**src/rtl/ifq_pkg.sv**
```systemverilog
// Shared constants for the inbound frame queue.
// Assumes a 32-bit register port with word indices 0..4.
package ifq_pkg;
    localparam int unsigned DATA_W = 32;
    localparam int unsigned REG_AW = 3;

    // Register indices
    localparam logic [REG_AW-1:0] RA_MODE = 3'd0;
    localparam logic [REG_AW-1:0] RA_STAT = 3'd1;
    localparam logic [REG_AW-1:0] RA_DEQ  = 3'd2;
    localparam logic [REG_AW-1:0] RA_ENQ  = 3'd3;
    localparam logic [REG_AW-1:0] RA_BASE = 3'd4;

    // Mode register bit positions
    localparam int unsigned MB_EN      = 0;
    localparam int unsigned MB_REL     = 1;
    localparam int unsigned MB_IEQ     = 5;
    localparam int unsigned MB_IEE     = 6;
    localparam int unsigned MB_IEF     = 7;
    localparam int unsigned MF_RING_LO = 12;
    localparam int unsigned MF_RING_W  = 4;
    localparam int unsigned MF_FRM_LO  = 16;
    localparam int unsigned MF_FRM_W   = 3;

    // Status register bit positions
    localparam int unsigned SB_Q    = 0;
    localparam int unsigned SB_FULL = 4;
    localparam int unsigned SB_ERR  = 7;

    localparam logic [DATA_W-1:0] MODE_RST  = 32'h0004_0000;
    localparam logic [DATA_W-1:0] MODE_KEEP = 32'h0007_F0E1;

    typedef enum logic {RX_IDLE, RX_BODY} rx_state_e;
endpackage

```
**src/rtl/ifq_regs.sv**
```systemverilog
// Register file of the frame queue: mode, sticky status, ring base,
// read mux and interrupt combine.
// Assumes one register access per cycle; status sets win over clears.
module ifq_regs
    import ifq_pkg::*;
#(
    parameter int unsigned MIN_FRAME_LOG2 = 8,
    parameter int unsigned MAX_FRAME_LOG2 = 12,
    parameter int unsigned MAX_RING_LOG2  = 11,
    localparam int unsigned FLW = $clog2(MAX_FRAME_LOG2 + 1),
    localparam int unsigned RLW = $clog2(MAX_RING_LOG2 + 1)
) (
    input  logic              clk,
    input  logic              rst_n,
    input  logic              reg_wr,
    input  logic [REG_AW-1:0] reg_addr,
    input  logic [DATA_W-1:0] reg_wdata,
    output logic [DATA_W-1:0] reg_rdata,
    input  logic              empty,
    input  logic [DATA_W-1:0] deq_ptr,
    input  logic [DATA_W-1:0] enq_ptr,
    input  logic              set_q,
    input  logic              set_full,
    input  logic              set_err,
    output logic              enable,
    output logic              release_req,
    output logic              base_wr,
    output logic [DATA_W-1:0] base_addr,
    output logic [RLW-1:0]    ring_log2,
    output logic [FLW-1:0]    frame_log2,
    output logic              irq
);
    localparam int unsigned FRM_SPAN = MAX_FRAME_LOG2 - MIN_FRAME_LOG2;

    logic [DATA_W-1:0]    mode_q;
    logic [DATA_W-1:0]    base_q;
    logic                 st_q, st_full, st_err;
    logic                 mode_wr, stat_wr;
    logic [MF_RING_W-1:0] ring_code;
    logic [MF_FRM_W-1:0]  frm_code;

    assign mode_wr     = reg_wr && (reg_addr == RA_MODE);
    assign stat_wr     = reg_wr && (reg_addr == RA_STAT);
    assign base_wr     = reg_wr && (reg_addr == RA_BASE);
    assign release_req = mode_wr && reg_wdata[MB_REL];
    assign enable      = mode_q[MB_EN];
    assign base_addr   = base_q;

    // Holds the configuration bits of the mode register.
    always_ff @(posedge clk) begin
        if (!rst_n)       mode_q <= MODE_RST;
        else if (mode_wr) mode_q <= reg_wdata & MODE_KEEP;
    end

    // Holds the ring base address.
    always_ff @(posedge clk) begin
        if (!rst_n)       base_q <= '0;
        else if (base_wr) base_q <= reg_wdata;
    end

    // Sticky status flags: write-one-to-clear, hardware set wins.
    always_ff @(posedge clk) begin
        if (!rst_n) begin
            st_q    <= 1'b0;
            st_full <= 1'b0;
            st_err  <= 1'b0;
        end else begin
            st_q    <= set_q    | (st_q    & ~(stat_wr & reg_wdata[SB_Q]));
            st_full <= set_full | (st_full & ~(stat_wr & reg_wdata[SB_FULL]));
            st_err  <= set_err  | (st_err  & ~(stat_wr & reg_wdata[SB_ERR]));
        end
    end

    // Decodes the log2 ring size with clamping to the supported maximum.
    always_comb begin
        ring_code = mode_q[MF_RING_LO +: MF_RING_W];
        if (int'(ring_code) + 1 >= int'(MAX_RING_LOG2))
            ring_log2 = RLW'(MAX_RING_LOG2);
        else
            ring_log2 = RLW'(int'(ring_code) + 1);
    end

    // Decodes the log2 frame size with clamping to the supported maximum.
    always_comb begin
        frm_code = mode_q[MF_FRM_LO +: MF_FRM_W];
        if (int'(frm_code) > int'(FRM_SPAN))
            frame_log2 = FLW'(MAX_FRAME_LOG2);
        else
            frame_log2 = FLW'(int'(MIN_FRAME_LOG2) + int'(frm_code));
    end

    // Selects the register addressed by the read index.
    always_comb begin
        reg_rdata = '0;
        case (reg_addr)
            RA_MODE: reg_rdata = mode_q;
            RA_STAT: begin
                reg_rdata[SB_Q]    = st_q;
                reg_rdata[SB_FULL] = st_full;
                reg_rdata[SB_ERR]  = st_err;
            end
            RA_DEQ:  reg_rdata = deq_ptr;
            RA_ENQ:  reg_rdata = enq_ptr;
            RA_BASE: reg_rdata = base_q;
            default: reg_rdata = '0;
        endcase
    end

    // Combines the enabled interrupt causes.
    always_comb begin
        irq = (mode_q[MB_IEQ] & ~empty)
            | (mode_q[MB_IEE] & st_err)
            | (mode_q[MB_IEF] & st_full);
    end

    AST_IRQ_PENDING: assert property (@(posedge clk) disable iff (!rst_n)
        (mode_q[MB_IEQ] && !empty) |-> irq);
    AST_ERR_STICKY: assert property (@(posedge clk) disable iff (!rst_n)
        set_err |=> st_err);
    AST_FULL_STICKY: assert property (@(posedge clk) disable iff (!rst_n)
        set_full |=> st_full);
endmodule

```
**src/rtl/ifq_ring.sv**
```systemverilog
// Enqueue/dequeue indices of the frame ring and their byte pointers.
// Assumes the ring size is not changed while frames are queued.
module ifq_ring
    import ifq_pkg::*;
#(
    parameter int unsigned MAX_FRAME_LOG2 = 12,
    parameter int unsigned MAX_RING_LOG2  = 11,
    localparam int unsigned FLW = $clog2(MAX_FRAME_LOG2 + 1),
    localparam int unsigned RLW = $clog2(MAX_RING_LOG2 + 1),
    localparam int unsigned IW  = MAX_RING_LOG2
) (
    input  logic              clk,
    input  logic              rst_n,
    input  logic              base_wr,
    input  logic [DATA_W-1:0] base_addr,
    input  logic [RLW-1:0]    ring_log2,
    input  logic [FLW-1:0]    frame_log2,
    input  logic              commit,
    input  logic              release_req,
    output logic              empty,
    output logic              full,
    output logic [DATA_W-1:0] enq_ptr,
    output logic [DATA_W-1:0] deq_ptr
);
    logic [IW-1:0] enq_idx, deq_idx;
    logic [IW-1:0] idx_mask;
    logic [IW-1:0] enq_next, deq_next;

    assign idx_mask = ~({IW{1'b1}} << ring_log2);
    assign enq_next = (enq_idx + IW'(1)) & idx_mask;
    assign deq_next = (deq_idx + IW'(1)) & idx_mask;
    assign empty    = (enq_idx == deq_idx);
    assign full     = (enq_next == deq_idx);
    assign enq_ptr  = base_addr + (DATA_W'(enq_idx) << frame_log2);
    assign deq_ptr  = base_addr + (DATA_W'(deq_idx) << frame_log2);

    // Hardware side: steps the enqueue index on each committed message.
    always_ff @(posedge clk) begin
        if (!rst_n || base_wr) enq_idx <= '0;
        else if (commit)       enq_idx <= enq_next;
    end

    // Software side: steps the dequeue index on a release of a queued frame.
    always_ff @(posedge clk) begin
        if (!rst_n || base_wr)        deq_idx <= '0;
        else if (release_req && !empty) deq_idx <= deq_next;
    end

    AST_NO_OVERFLOW: assert property (@(posedge clk) disable iff (!rst_n)
        commit |-> !full);
    AST_EMPTY_RELEASE: assert property (@(posedge clk) disable iff (!rst_n)
        (release_req && empty && !base_wr) |=> $stable(deq_idx));
    AST_BASE_REWIND: assert property (@(posedge clk) disable iff (!rst_n)
        base_wr |=> (enq_ptr == deq_ptr));
endmodule

```
**src/rtl/ifq_rx.sv**
```systemverilog
// Receive sequencer: accepts or refuses a message on its first beat,
// writes beats into the current frame and commits on a clean last beat.
// Assumes memory accepts one write per cycle without back-pressure.
module ifq_rx
    import ifq_pkg::*;
#(
    parameter int unsigned MAX_FRAME_LOG2 = 12,
    localparam int unsigned FLW = $clog2(MAX_FRAME_LOG2 + 1),
    localparam int unsigned OW  = MAX_FRAME_LOG2 - 1
) (
    input  logic              clk,
    input  logic              rst_n,
    input  logic              enable,
    input  logic              full,
    input  logic [DATA_W-1:0] frame_addr,
    input  logic [FLW-1:0]    frame_log2,
    input  logic              msg_valid,
    input  logic              msg_first,
    input  logic              msg_last,
    input  logic              msg_err,
    input  logic [DATA_W-1:0] msg_data,
    output logic              mem_we,
    output logic [DATA_W-1:0] mem_addr,
    output logic [DATA_W-1:0] mem_wdata,
    output logic              commit,
    output logic              set_full,
    output logic              set_err
);
    rx_state_e     st_q;
    logic [OW-1:0] off_q, off_cur, off_nxt;
    logic          start, take, in_frame;
    logic [FLW-1:0] words_log2;

    assign start      = msg_valid && msg_first;
    assign take       = start ? (enable && !full) : (st_q == RX_BODY && enable);
    assign off_cur    = start ? '0 : off_q;
    assign words_log2 = frame_log2 - FLW'(2);
    assign in_frame   = ((off_cur >> words_log2) == '0);
    assign off_nxt    = in_frame ? off_cur + OW'(1) : off_cur;

    assign mem_we    = msg_valid && take && !msg_err && in_frame;
    assign mem_addr  = frame_addr + (DATA_W'(off_cur) << 2);
    assign mem_wdata = msg_data;
    assign commit    = msg_valid && take && msg_last && !msg_err;
    assign set_err   = msg_valid && take && msg_err;
    assign set_full  = start && enable && full;

    // Tracks whether a message is in progress and its next word offset.
    always_ff @(posedge clk) begin
        if (!rst_n) begin
            st_q  <= RX_IDLE;
            off_q <= '0;
        end else if (msg_valid) begin
            if (take && !msg_last && !msg_err) begin
                st_q  <= RX_BODY;
                off_q <= off_nxt;
            end else begin
                st_q  <= RX_IDLE;
                off_q <= '0;
            end
        end
    end

    AST_QUIET_WHEN_OFF: assert property (@(posedge clk) disable iff (!rst_n)
        !enable |-> !mem_we);
    AST_FULL_NO_WRITE: assert property (@(posedge clk) disable iff (!rst_n)
        (start && full) |-> !mem_we);
    AST_ERR_NO_COMMIT: assert property (@(posedge clk) disable iff (!rst_n)
        msg_err |-> !commit);
endmodule

```
**src/rtl/inbound_frame_queue.sv**
```systemverilog
// Top of the inbound frame queue: register file, ring indices and
// receive sequencer. Assumes a single queue for all arriving messages.
module inbound_frame_queue
    import ifq_pkg::*;
#(
    parameter int unsigned MIN_FRAME_LOG2 = 8,
    parameter int unsigned MAX_FRAME_LOG2 = 12,
    parameter int unsigned MAX_RING_LOG2  = 11
) (
    input  logic        clk,
    input  logic        rst_n,
    input  logic        msg_valid,
    input  logic        msg_first,
    input  logic        msg_last,
    input  logic        msg_err,
    input  logic [31:0] msg_data,
    output logic        mem_we,
    output logic [31:0] mem_addr,
    output logic [31:0] mem_wdata,
    input  logic        reg_wr,
    input  logic [2:0]  reg_addr,
    input  logic [31:0] reg_wdata,
    output logic [31:0] reg_rdata,
    output logic        irq
);
    localparam int unsigned FLW = $clog2(MAX_FRAME_LOG2 + 1);
    localparam int unsigned RLW = $clog2(MAX_RING_LOG2 + 1);

    logic              empty, full, enable, release_req, base_wr;
    logic              commit, set_full, set_err;
    logic [DATA_W-1:0] base_addr, enq_ptr, deq_ptr;
    logic [RLW-1:0]    ring_log2;
    logic [FLW-1:0]    frame_log2;

    ifq_regs #(
        .MIN_FRAME_LOG2(MIN_FRAME_LOG2),
        .MAX_FRAME_LOG2(MAX_FRAME_LOG2),
        .MAX_RING_LOG2 (MAX_RING_LOG2)
    ) u_regs (
        .clk        (clk),
        .rst_n      (rst_n),
        .reg_wr     (reg_wr),
        .reg_addr   (reg_addr),
        .reg_wdata  (reg_wdata),
        .reg_rdata  (reg_rdata),
        .empty      (empty),
        .deq_ptr    (deq_ptr),
        .enq_ptr    (enq_ptr),
        .set_q      (commit),
        .set_full   (set_full),
        .set_err    (set_err),
        .enable     (enable),
        .release_req(release_req),
        .base_wr    (base_wr),
        .base_addr  (base_addr),
        .ring_log2  (ring_log2),
        .frame_log2 (frame_log2),
        .irq        (irq)
    );

    ifq_ring #(
        .MAX_FRAME_LOG2(MAX_FRAME_LOG2),
        .MAX_RING_LOG2 (MAX_RING_LOG2)
    ) u_ring (
        .clk        (clk),
        .rst_n      (rst_n),
        .base_wr    (base_wr),
        .base_addr  (base_addr),
        .ring_log2  (ring_log2),
        .frame_log2 (frame_log2),
        .commit     (commit),
        .release_req(release_req),
        .empty      (empty),
        .full       (full),
        .enq_ptr    (enq_ptr),
        .deq_ptr    (deq_ptr)
    );

    ifq_rx #(
        .MAX_FRAME_LOG2(MAX_FRAME_LOG2)
    ) u_rx (
        .clk       (clk),
        .rst_n     (rst_n),
        .enable    (enable),
        .full      (full),
        .frame_addr(enq_ptr),
        .frame_log2(frame_log2),
        .msg_valid (msg_valid),
        .msg_first (msg_first),
        .msg_last  (msg_last),
        .msg_err   (msg_err),
        .msg_data  (msg_data),
        .mem_we    (mem_we),
        .mem_addr  (mem_addr),
        .mem_wdata (mem_wdata),
        .commit    (commit),
        .set_full  (set_full),
        .set_err   (set_err)
    );

    AST_EMPTY_MATCH: assert property (@(posedge clk) disable iff (!rst_n)
        empty |-> (enq_ptr == deq_ptr));
endmodule

```
**config.mk**
```make
export PLATFORM = sky130hd
export DESIGN_NAME = inbound_frame_queue
export DESIGN_NICKNAME = d
export VERILOG_FILES = /design/src/rtl/ifq_pkg.sv /design/src/rtl/ifq_regs.sv /design/src/rtl/ifq_ring.sv /design/src/rtl/ifq_rx.sv /design/src/rtl/inbound_frame_queue.sv
export SDC_FILE = /design/constraint.sdc
export NUM_CORES = 1
export LEC_CHECK = 0
export BUFFER_PORTS_ARGS = -buffer_cell sky130_fd_sc_hd__buf_2
export CAP_MARGIN = 15
export CORE_MARGIN = 4
export CORE_UTILIZATION = 50
export DETAILED_ROUTE_END_ITERATION = 16
export GPL_ROUTABILITY_DRIVEN = 0
export PLACE_DENSITY_LB_ADDON = 0.05
export SYNTH_ARGS = -nofsm -noshare
export SYNTH_HDL_FRONTEND = slang
export SYNTH_SLANG_ARGS = --single-unit
```
**constraint.sdc**
```tcl
create_clock -name clk -period 6.59 [get_ports clk]
set_input_delay 0.659 -clock clk [delete_from_list [all_inputs] [get_ports clk]]
set_output_delay 0.659 -clock clk [all_outputs]
set_load 0.02 [all_outputs]
```
# Word-level counts from Yosys, hierarchy flattened
# Index checks and enable logic that the tools add are counted.
[totals]
romBits = 0
reg_bits = 80
input_bits = 74
mem_bits_rw = 0
latch_bits = 0
memories = 0
out_inout_bits = 98
[classes]
n_reduce_logical = 26
n_mul = 0
bitwise = 21
add_sub_neg = 9
magnitude_cmp = 2
mux = 13
div = 0
n_shift = 4
eq_ne = 6
[ops]
columns = ["operator", "count"]
rows = [
  ["$pmux 24 s4", 1],
  ["$add 32x32->32", 2],
  ["$shl 11x4->32", 2],
  ["$add 11x1->11 const B", 3],
  ["$mux 11", 3],
  ["$add 32x13->32", 1],
  ["$ge 32x5->1 const B", 1],
  ["$and 11x11->11", 2],
  ["$eq 11x11->1", 2],
  ["$logic_and 1x1->1", 18],
  ["$logic_not 11->1", 1],
  ["$not 11->11", 1],
  ["$shl 11x4->11 const A", 1],
  ["$shr 11x4->11", 1],
  ["$pmux 1 s5", 2],
  ["$and 1x1->1", 9],
  ["$pmux 3 s3", 1],
  ["$mux 4", 2],
  ["$pmux 2 s4", 1],
  ["$eq 3x2->1 const B", 2],
  ["$add 4x1->5 const B", 1],
  ["$logic_not 1->1", 5],
  ["$or 1x1->1", 5],
  ["$add 4x3->4 const A", 1],
  ["9 further kinds", 13],
]

# Depth between registers and ports, before layout
# Gate-level depths: netlist of run 1.
[logic_depth]
ltp_word = 14
ltp_mapped = 18
mapped_depth_nobuf = 17

# Modules after synthesis
# From an unflattened synthesis of run 1, not the netlist that was laid out.
[hier_totals]
hier_cells = 1518
hier_area_um2 = 10814.1
[modules_own_cells]
columns = ["module", "instances", "area_per_inst_um2", "seq_area_each_um2", "cells_each"]
rows = [
  ["ifq_ring", 1, 5814.3, 440.4, 856],
  ["ifq_regs", 1, 2788.9, 920.9, 363],
  ["ifq_rx", 1, 2210.9, 240.2, 299],
]

# Worst setup path after synthesis of run 1
# OpenSTA, ideal clock, no wires.
[synth_timing]
path_type = "register to output"
start = "register u_regs.mode_q[16]"
end = "output port mem_addr[30]"
n_path_buf = 2
stages_incl_launch_ff = 16
required_ns = 5.931
t_arrival_ns = 4.392
slack_ns = 1.539
cell_sequence = "dfxtp_1 clkbuf_1 nand2_1 clkbuf_1 mux4_2 mux2_2 ha_1 a211oi_1 nor2_1 a311oi_1 o21ai_0 xor2_1 nand4_1 or3_1 or4_1 o211ai_1"
[synth_via]
elab_chain_len = 5
word_cells_on_any_way = 6
[synth_lines]
columns = ["item", "line_no", "text"]
rows = [
  ["from (decl)", "ifq_regs.sv:35", "logic [DATA_W-1:0] mode_q;"],
  ["from (signal assigned)", "ifq_regs.sv:52", "else if (mode_wr) mode_q <= reg_wdata & MODE_KEEP;"],
  ["$add 4x3->4 / $gt 3x3->1 (equally long branches)", "ifq_regs.sv:89, ifq_regs.sv:86", ""],
  ["$mux 4 (*)", "ifq_regs.sv:86", "if (int'(frm_code) > int'(FRM_SPAN))"],
  ["$shl 11x4->32 (*)", "ifq_ring.sv:34", "assign enq_ptr = base_addr + (DATA_W'(enq_idx) << frame_log2);"],
  ["$add 32x32->32 (*)", "ifq_ring.sv:34", ""],
  ["$add 32x13->32 (*)", "ifq_rx.sv:42", "assign mem_addr = frame_addr + (DATA_W'(off_cur) << 2);"],
  ["to (decl)", "inbound_frame_queue.sv:18", "output logic [31:0] mem_addr,"],
]
# Mark *: on every way between the ends. The rest lies on a longest branch, timed or not.

# Final worst setup path of run 1
[layout_timing]
start = "register u_regs.mode_q[18]"
end = "output port mem_addr[30]"
# Same word-level chain as after synthesis.

==> run metrics, run 1 <==
top-count cell post-synth=nand2_1; share of cells above drive strength 1=0.135; design internal power=0.807 mW; register area=1600 sq um; Static Leakage=4.02 nW; IO buf count=107; CTS tree=done; total count of hold-check failures in the final report=0; area of the multi-input gates=6460 sq um; max-slew violation total from the final report=0; share of synthesized registers carrying an async set or reset=0; register clock-pin slew on the reported worst setup and hold paths=0.06 ns; maximum frequency from static timing analysis=166 MHz; Buf/Inv on CP=2; Worst Skew=0.00630 ns; flip-flop and latch count after synthesis=80; Worst Setup Slack, final=0.575 ns; relative slew slack=0.320; mean routed wirelength per cell=19.7 um; switching share of power=0.298; initial detailed-routing violation count=701; die outline height=141 um; cell taking the most area after synthesis=dfxtp_1; antenna violations before repair=0; number of placed cells counting well taps=1465; number of nets in the finished design=1380; routed vias/inst=6.13; number of synthesized flops with an enable pin=0; area grow syn2layout=6.39%; diode insertion count for antenna repair=0; Data required, critical path=5.93 ns; number of search-and-repair iterations in the first detailed-routing pass=5; Antenna Violating Nets Remaining=0; Least-Margin Pin Slew=1.02 ns; final worst path period share=0.913; cell area reported after detailed placement=9120 sq um; total routed wirelength=29100 um; relative contribution of combinational cells to total power=0.140; setup slack at placement=1.05 ns; horizontal extent of the die=141 um; total of max-cap violations=0; worst slack on hold paths=0.478 ns; area of the die=19900 sq um; number of primary I/O pins=172; postcts setup bufs=0; core region area=17300 sq um; slowest CP cell=o311ai_1; Post-Synthesis Cells=1234; warning count from the yosys run=0; number of buffers inserted during clock tree synthesis=9; Post-DP HPWL=22100 um; standard-cell rows=48; library cells used by synthesis=91; Post-Route Utilization=0.543; Reg power frac=0.434; Mean Syn Cell Area=7.16 sq um; kind of critical path=reg -> out; cell family contributing the most delay on the critical path=compound AO/OA/AOI/OAI gates; cell chain of the critical path=inv_1 -> nand2_1 -> mux2_2 -> a221oi_1 -> a21oi_1 -> ha_1 -> a211oi_1 -> o21bai_1 -> a2bb2oi_1 -> a21boi_1 -> o311ai_1 -> nand3_1 -> or3_1 -> or4_1 -> o211ai_1 -> buf_2; top cells by area in the synthesized netlist=dfxtp_1 (18%), nand2_1 (8.6%), ha_1 (7.4%); number of global-route vias before repair=8335; primary flip-flop cell chosen by synthesis mapping=dfxtp_1; total number of H-tree levels=3; total global routing track utilization=0.284; post-synth top area share=0.181; Post-synth top cells=nand2_1 (202), a21oi_1 (109), o21ai_0 (84), dfxtp_1 (80), nor2_1 (71); post-route insts no fill=1480; Crit path largest cell delay=0.65 ns; final design area excluding fillers=9400 sq um; number of buffers inserted for hold repair after clock tree synthesis=0; time the final worst path needs with I/O delays and setup=6.01 ns; Initial Util=0.511; Setup crit end kind=output port; fill cell count=1770; Post-Syn Area=8840 sq um; CP Data Arrival Time=5.36 ns; largest driver fanout on the critical path=16; clk_lat worst skew=0.35 ns; wire length of the first global-routing pass=45600 um; total power draw=1.15 mW; Clk pwr share=0.426; pwr dens=122 nW/um^2; post-route setup TNS=0 ns; status=finished, final reports clean; Clock Tree Buf Depth=2; Post-route DRC=0; Setup Viol. Count Final=0; sequential share of the synthesized area=0.181; total overflow reported by the global router=0; pin count of the biggest net entering global routing=49; largest vdd supply drop=0.118 mV; Switch Pwr=0.342 mW; CTS Root Cell=clkbuf_16; R2R setup slack=2.74 ns; critical path startpoint category=flip-flop; cells resized by post-CTS repair=0; number of vias in the routed layout=9077; HP Class=reg -> reg; setup repair after global routing missed its margin=no; CTS Sinks=80
==> kinds of logic (layout without fill, tap and decap cells) <==
kind of cell,count (synthesis),in the layout,synth area share
and+or+nand+nor,450,450,0.245
AOI/OAI and AO/OA,376,376,0.280
buffers and inverters,160,176,0.0892
DFF,80,80,0.181
xor gates and xnor gates,77,77,0.0772
adders and majority gates,55,55,0.0804
muxes,35,35,0.0463
other,1,6,0.000424
==> tightest hold or removal path: stages, from the launching register on <==
cell     delay (ns)
dfxtp_1        0.32
nand2_1        0.06
a21oi_1        0.05
==> layout by cell type (no fill, tap or decap), drive strengths merged, types with 11 or more instances in the layout <==
cell	synthesis	final
nor2	71	71
xnor2	50	50
o211ai	13	13
a21o	21	21
and3	18	18
a211oi	16	16
ha	52	52
xor2	27	27
and2	21	21
inv	45	46
nand4	16	16
a32o	13	13
nor3	27	27
dfxtp	80	80
a21oi	112	112
or3	11	11
nand3	31	31
buf	57	116
nand2b	11	11
o21ai	91	91
nor2b	12	12
mux2i	24	24
nand2	202	202
==> power groups by stage <==
stage | clock network [mW] | registers (mW) | logic [mW]
3_5_place_dp | 0 | 0.510 | 0.158
3_3_place_gp | 0 | 0.510 | 0.158
6_report | 0.489 | 0.499 | 0.161
4_1_cts | 0.495 | 0.499 | 0.159
5_1_grt | 0.517 | 0.499 | 0.175
2_1_floorplan | 0 | 0.504 | 0.134
==> sequential cells by signal, indices dropped and copies added (netlist names) <==
name	cells
u_regs.mode_q	11
u_ring.enq_idx	11
u_ring.deq_idx	11
u_rx.st_q	1
u_regs.st_err	1
u_regs.base_addr	32
u_regs.st_full	1
u_regs.st_q	1
u_rx.off_q	11
==> layout make-up <==
type,count,share of cell area
Clock inverter,5,0.00439
Multi-Input combinational cell,999,0.688
Timing Repair Buffer,116,0.0642
Tap cell,225,0.0299
Sequential cell,80,0.170
Clock buffer,10,0.0254
Inverter,45,0.0180
==> worst paths after layout <==
kind	startpoint	end	cells after the start
worst max register to register	u_regs.mode_q[12]	u_rx.off_q[0]	11
worst max-delay path	u_regs.mode_q[18]	mem_addr[30]	16
worst min-delay path	u_regs.mode_q[7]	u_regs.mode_q[7]	2
worst min register to register	u_regs.mode_q[7]	u_regs.mode_q[7]	2
==> layer usage <==
metal | global-route usage | wire (um)
met2 | 0.465 | 13200
met1 | 0.395 | 13500
met5 | 0 | 0
met3 | 0.0258 | 1700
met4 | 0.0928 | 684
(Power assumes the default switching activity.)
==> inputs of run 2 (changes only) <==
Settings changed: CELL_PAD_IN_SITES_DETAIL_PLACEMENT from default to 1, CELL_PAD_IN_SITES_GLOBAL_PLACEMENT from default to 2, CORE_UTILIZATION 50 to 32.
==> run 2 against run 1 <==
Wire length grew 21%. Utilization shrank 19 points. Sequential share of layout area shrank 0.42 points. Clock power grew 26%. Highest routed layer unchanged.
==> run metrics, run 2 (synthesized netlist as in run 1, its figures left out) <==
status=finished, final reports clean; Clk pwr share=0.480 (+0.054); worst slack on hold paths=0.473 ns (-0.00480 ns); standard-cell rows=60 (+25%); max FFs per register=32 (unchanged); fill cell count=3410 (+93%); pin count of the biggest net entering global routing=49 (unchanged); Reg power frac=0.390 (-0.044); Most Used Layer, Global Route=met2; leading cell type in the layout, fill and taps excluded=nand2_1; share of cells above drive strength 1=0.140 (+0.00422); Initial Util=0.327 (-0.184); clk_lat worst skew=0.36 ns (about the same); register area=1600 sq um (unchanged); CTS tree=done; CTS Root Cell=clkbuf_16; number of vias in the routed layout=9036 (-0.45%); area grow syn2layout=9.05%; final worst path period share=0.927 (+0.0148); critical path startpoint category=flip-flop; time the final worst path needs with I/O delays and setup=6.11 ns (+0.0972 ns); relative slew slack=0.255 (-0.0644); CP Data Arrival Time=5.45 ns (+0.09 ns); Data required, critical path=5.93 ns (about the same); IO buf count=107 (unchanged); largest vdd supply drop=0.122 mV (+3.3%); total count of hold-check failures in the final report=0 (unchanged); routed vias/inst=5.64 (-8.0%); wire length of the first global-routing pass=55000 um (+21%); Antenna Violating Nets Remaining=0 (unchanged); register clock-pin slew on the reported worst setup and hold paths=0.08 ns (+0.02 ns); number of buffers inserted for hold repair after clock tree synthesis=0 (unchanged); most frequent cells in the layout=nand2_1 (202), a21oi_1 (109), buf_2 (107), o21ai_0 (84), dfxtp_1 (80); Worst Skew=0.0108 ns (+0.00449 ns); antenna violations before repair=0 (unchanged); design internal power=0.882 mW (+9.4%); relative contribution of combinational cells to total power=0.129 (-0.011); grt met3 use=0.0248 (-0.000987); maximum frequency from static timing analysis=164 MHz (-1.6%); Clock Tree Buf Depth=2 (unchanged); HP Class=reg -> reg; area of the die=30300 sq um (+53%); largest driver fanout on the critical path=19 (+3); GR Layer Usage met2=0.396 (-0.0699); area of the multi-input gates=6470 sq um (+0.12%); Post-Route Utilization=0.357 (-0.187); total overflow reported by the global router=0 (unchanged); CTS Sinks=80 (unchanged); number of search-and-repair iterations in the first detailed-routing pass=5 (unchanged); cells resized by post-CTS repair=0 (unchanged); postcts setup bufs=0 (unchanged); Post-DP HPWL=27300 um (+23%); total global routing track utilization=0.228 (-0.0565); total of max-cap violations=0 (unchanged); Post-route DRC=0 (unchanged); number of global-route vias before repair=9064 (+8.7%); Least-Margin Pin Slew=1.12 ns (+0.100 ns); number of buffers inserted during clock tree synthesis=9 (unchanged); setup repair after global routing missed its margin=no; Setup Viol. Count Final=0 (unchanged); Setup crit end kind=output port; met1 GRT Util=0.313 (-0.0827); max-slew violation total from the final report=0 (unchanged); kind of critical path=reg -> out; core region area=27000 sq um (+56%); horizontal extent of the die=174 um (+24%); diode insertion count for antenna repair=0 (unchanged); total power draw=1.28 mW (+11%); post-route setup TNS=0 ns (unchanged); initial detailed-routing violation count=439 (-37%); mean routed wirelength per cell=22.0 um (+12%); pwr dens=133 nW/um^2 (+8.8%); Static Leakage=4.08 nW (+1.4%); total routed wirelength=35200 um (+21%); switching share of power=0.311 (+0.0133); setup slack at placement=0.708 ns (-0.342 ns); number of nets in the finished design=1384 (+0.29%); die outline height=174 um (+24%); number of primary I/O pins=172 (unchanged); total number of H-tree levels=3 (unchanged); Worst Setup Slack, final=0.478 ns (-0.0972 ns); Switch Pwr=0.398 mW (+16%)
-- run 2: changes by cell type in the layout (fill, tap and decap cells not counted) --
cell,delta
inv_6,+1
clkbuf_8,-1
buf_4,+4
inv_8,+2
clkinv_4,-2
clkinvlp_4,-1
o41ai_1,-1
o41ai_2,+1
bufinv_16,+2
-- run 2: stage by stage --
stage	std cells	cell area (sq um)
after floorplan	1239	8850
after global placement	1585	9300
after detailed placement	1585	9300
after CTS	1601	9630
after global routing	1601	9640
final	1601	9640
-- run 2: power by group through the flow --
stage | sequential (mW) | clock (mW) | combinational, mW
final | 0.500 | 0.615 | 0.166
after global routing | 0.501 | 0.647 | 0.182
after CTS | 0.500 | 0.627 | 0.167
after detailed placement | 0.511 | 0 | 0.166
after global placement | 0.511 | 0 | 0.167
after floorplan | 0.504 | 0 | 0.134
-- run 2: metal layers --
| metal | part of all wire | up-vias |
|---|---|---|
| li1 | - | 4443 |
| met5 | 0 | - |
| met3 | 0.028 | 17 |
| met1 | 0.48 | 4455 |
| met4 | 0.0079 | 0 |
| met2 | 0.49 | 121 |
-- run 2: worst paths after layout --
path	from	end	slack, ns	depth (start not counted)
worst max-delay path	u_regs.mode_q[17]	mem_addr[30]	0.48	14
worst min-delay path	u_regs.base_addr[1]	u_regs.base_addr[1]	0.47	2
worst max register to register	u_regs.mode_q[12]	u_ring.enq_idx[10]	2.10	12
worst min register to register	u_regs.base_addr[1]	u_regs.base_addr[1]	0.47	2
-- run 2: cell type report --
class / count / share of cell area
clock inverter: 7 / 0.0112
tap: 341 / 0.0443
timing repair buffer: 120 / 0.0657
sequential: 80 / 0.166
multi-input combinational: 999 / 0.672
inverter: 45 / 0.0175
clock buffer: 9 / 0.0234
-- run 2: worst max-delay path: stages (launching register included) --
cell and delay (ns):
dfxtp_1 0.85, nand2_1 0.28, mux4_2 0.49, mux2_2 0.29, ha_1 0.38, a211oi_1 0.28, nor2_1 0.09, a311oi_1 0.43
o21ai_0 0.20, xor2_1 0.29, nand4_1 0.26, or3_1 0.45, or4_1 0.52, o211ai_1 0.10, buf_2 0.19
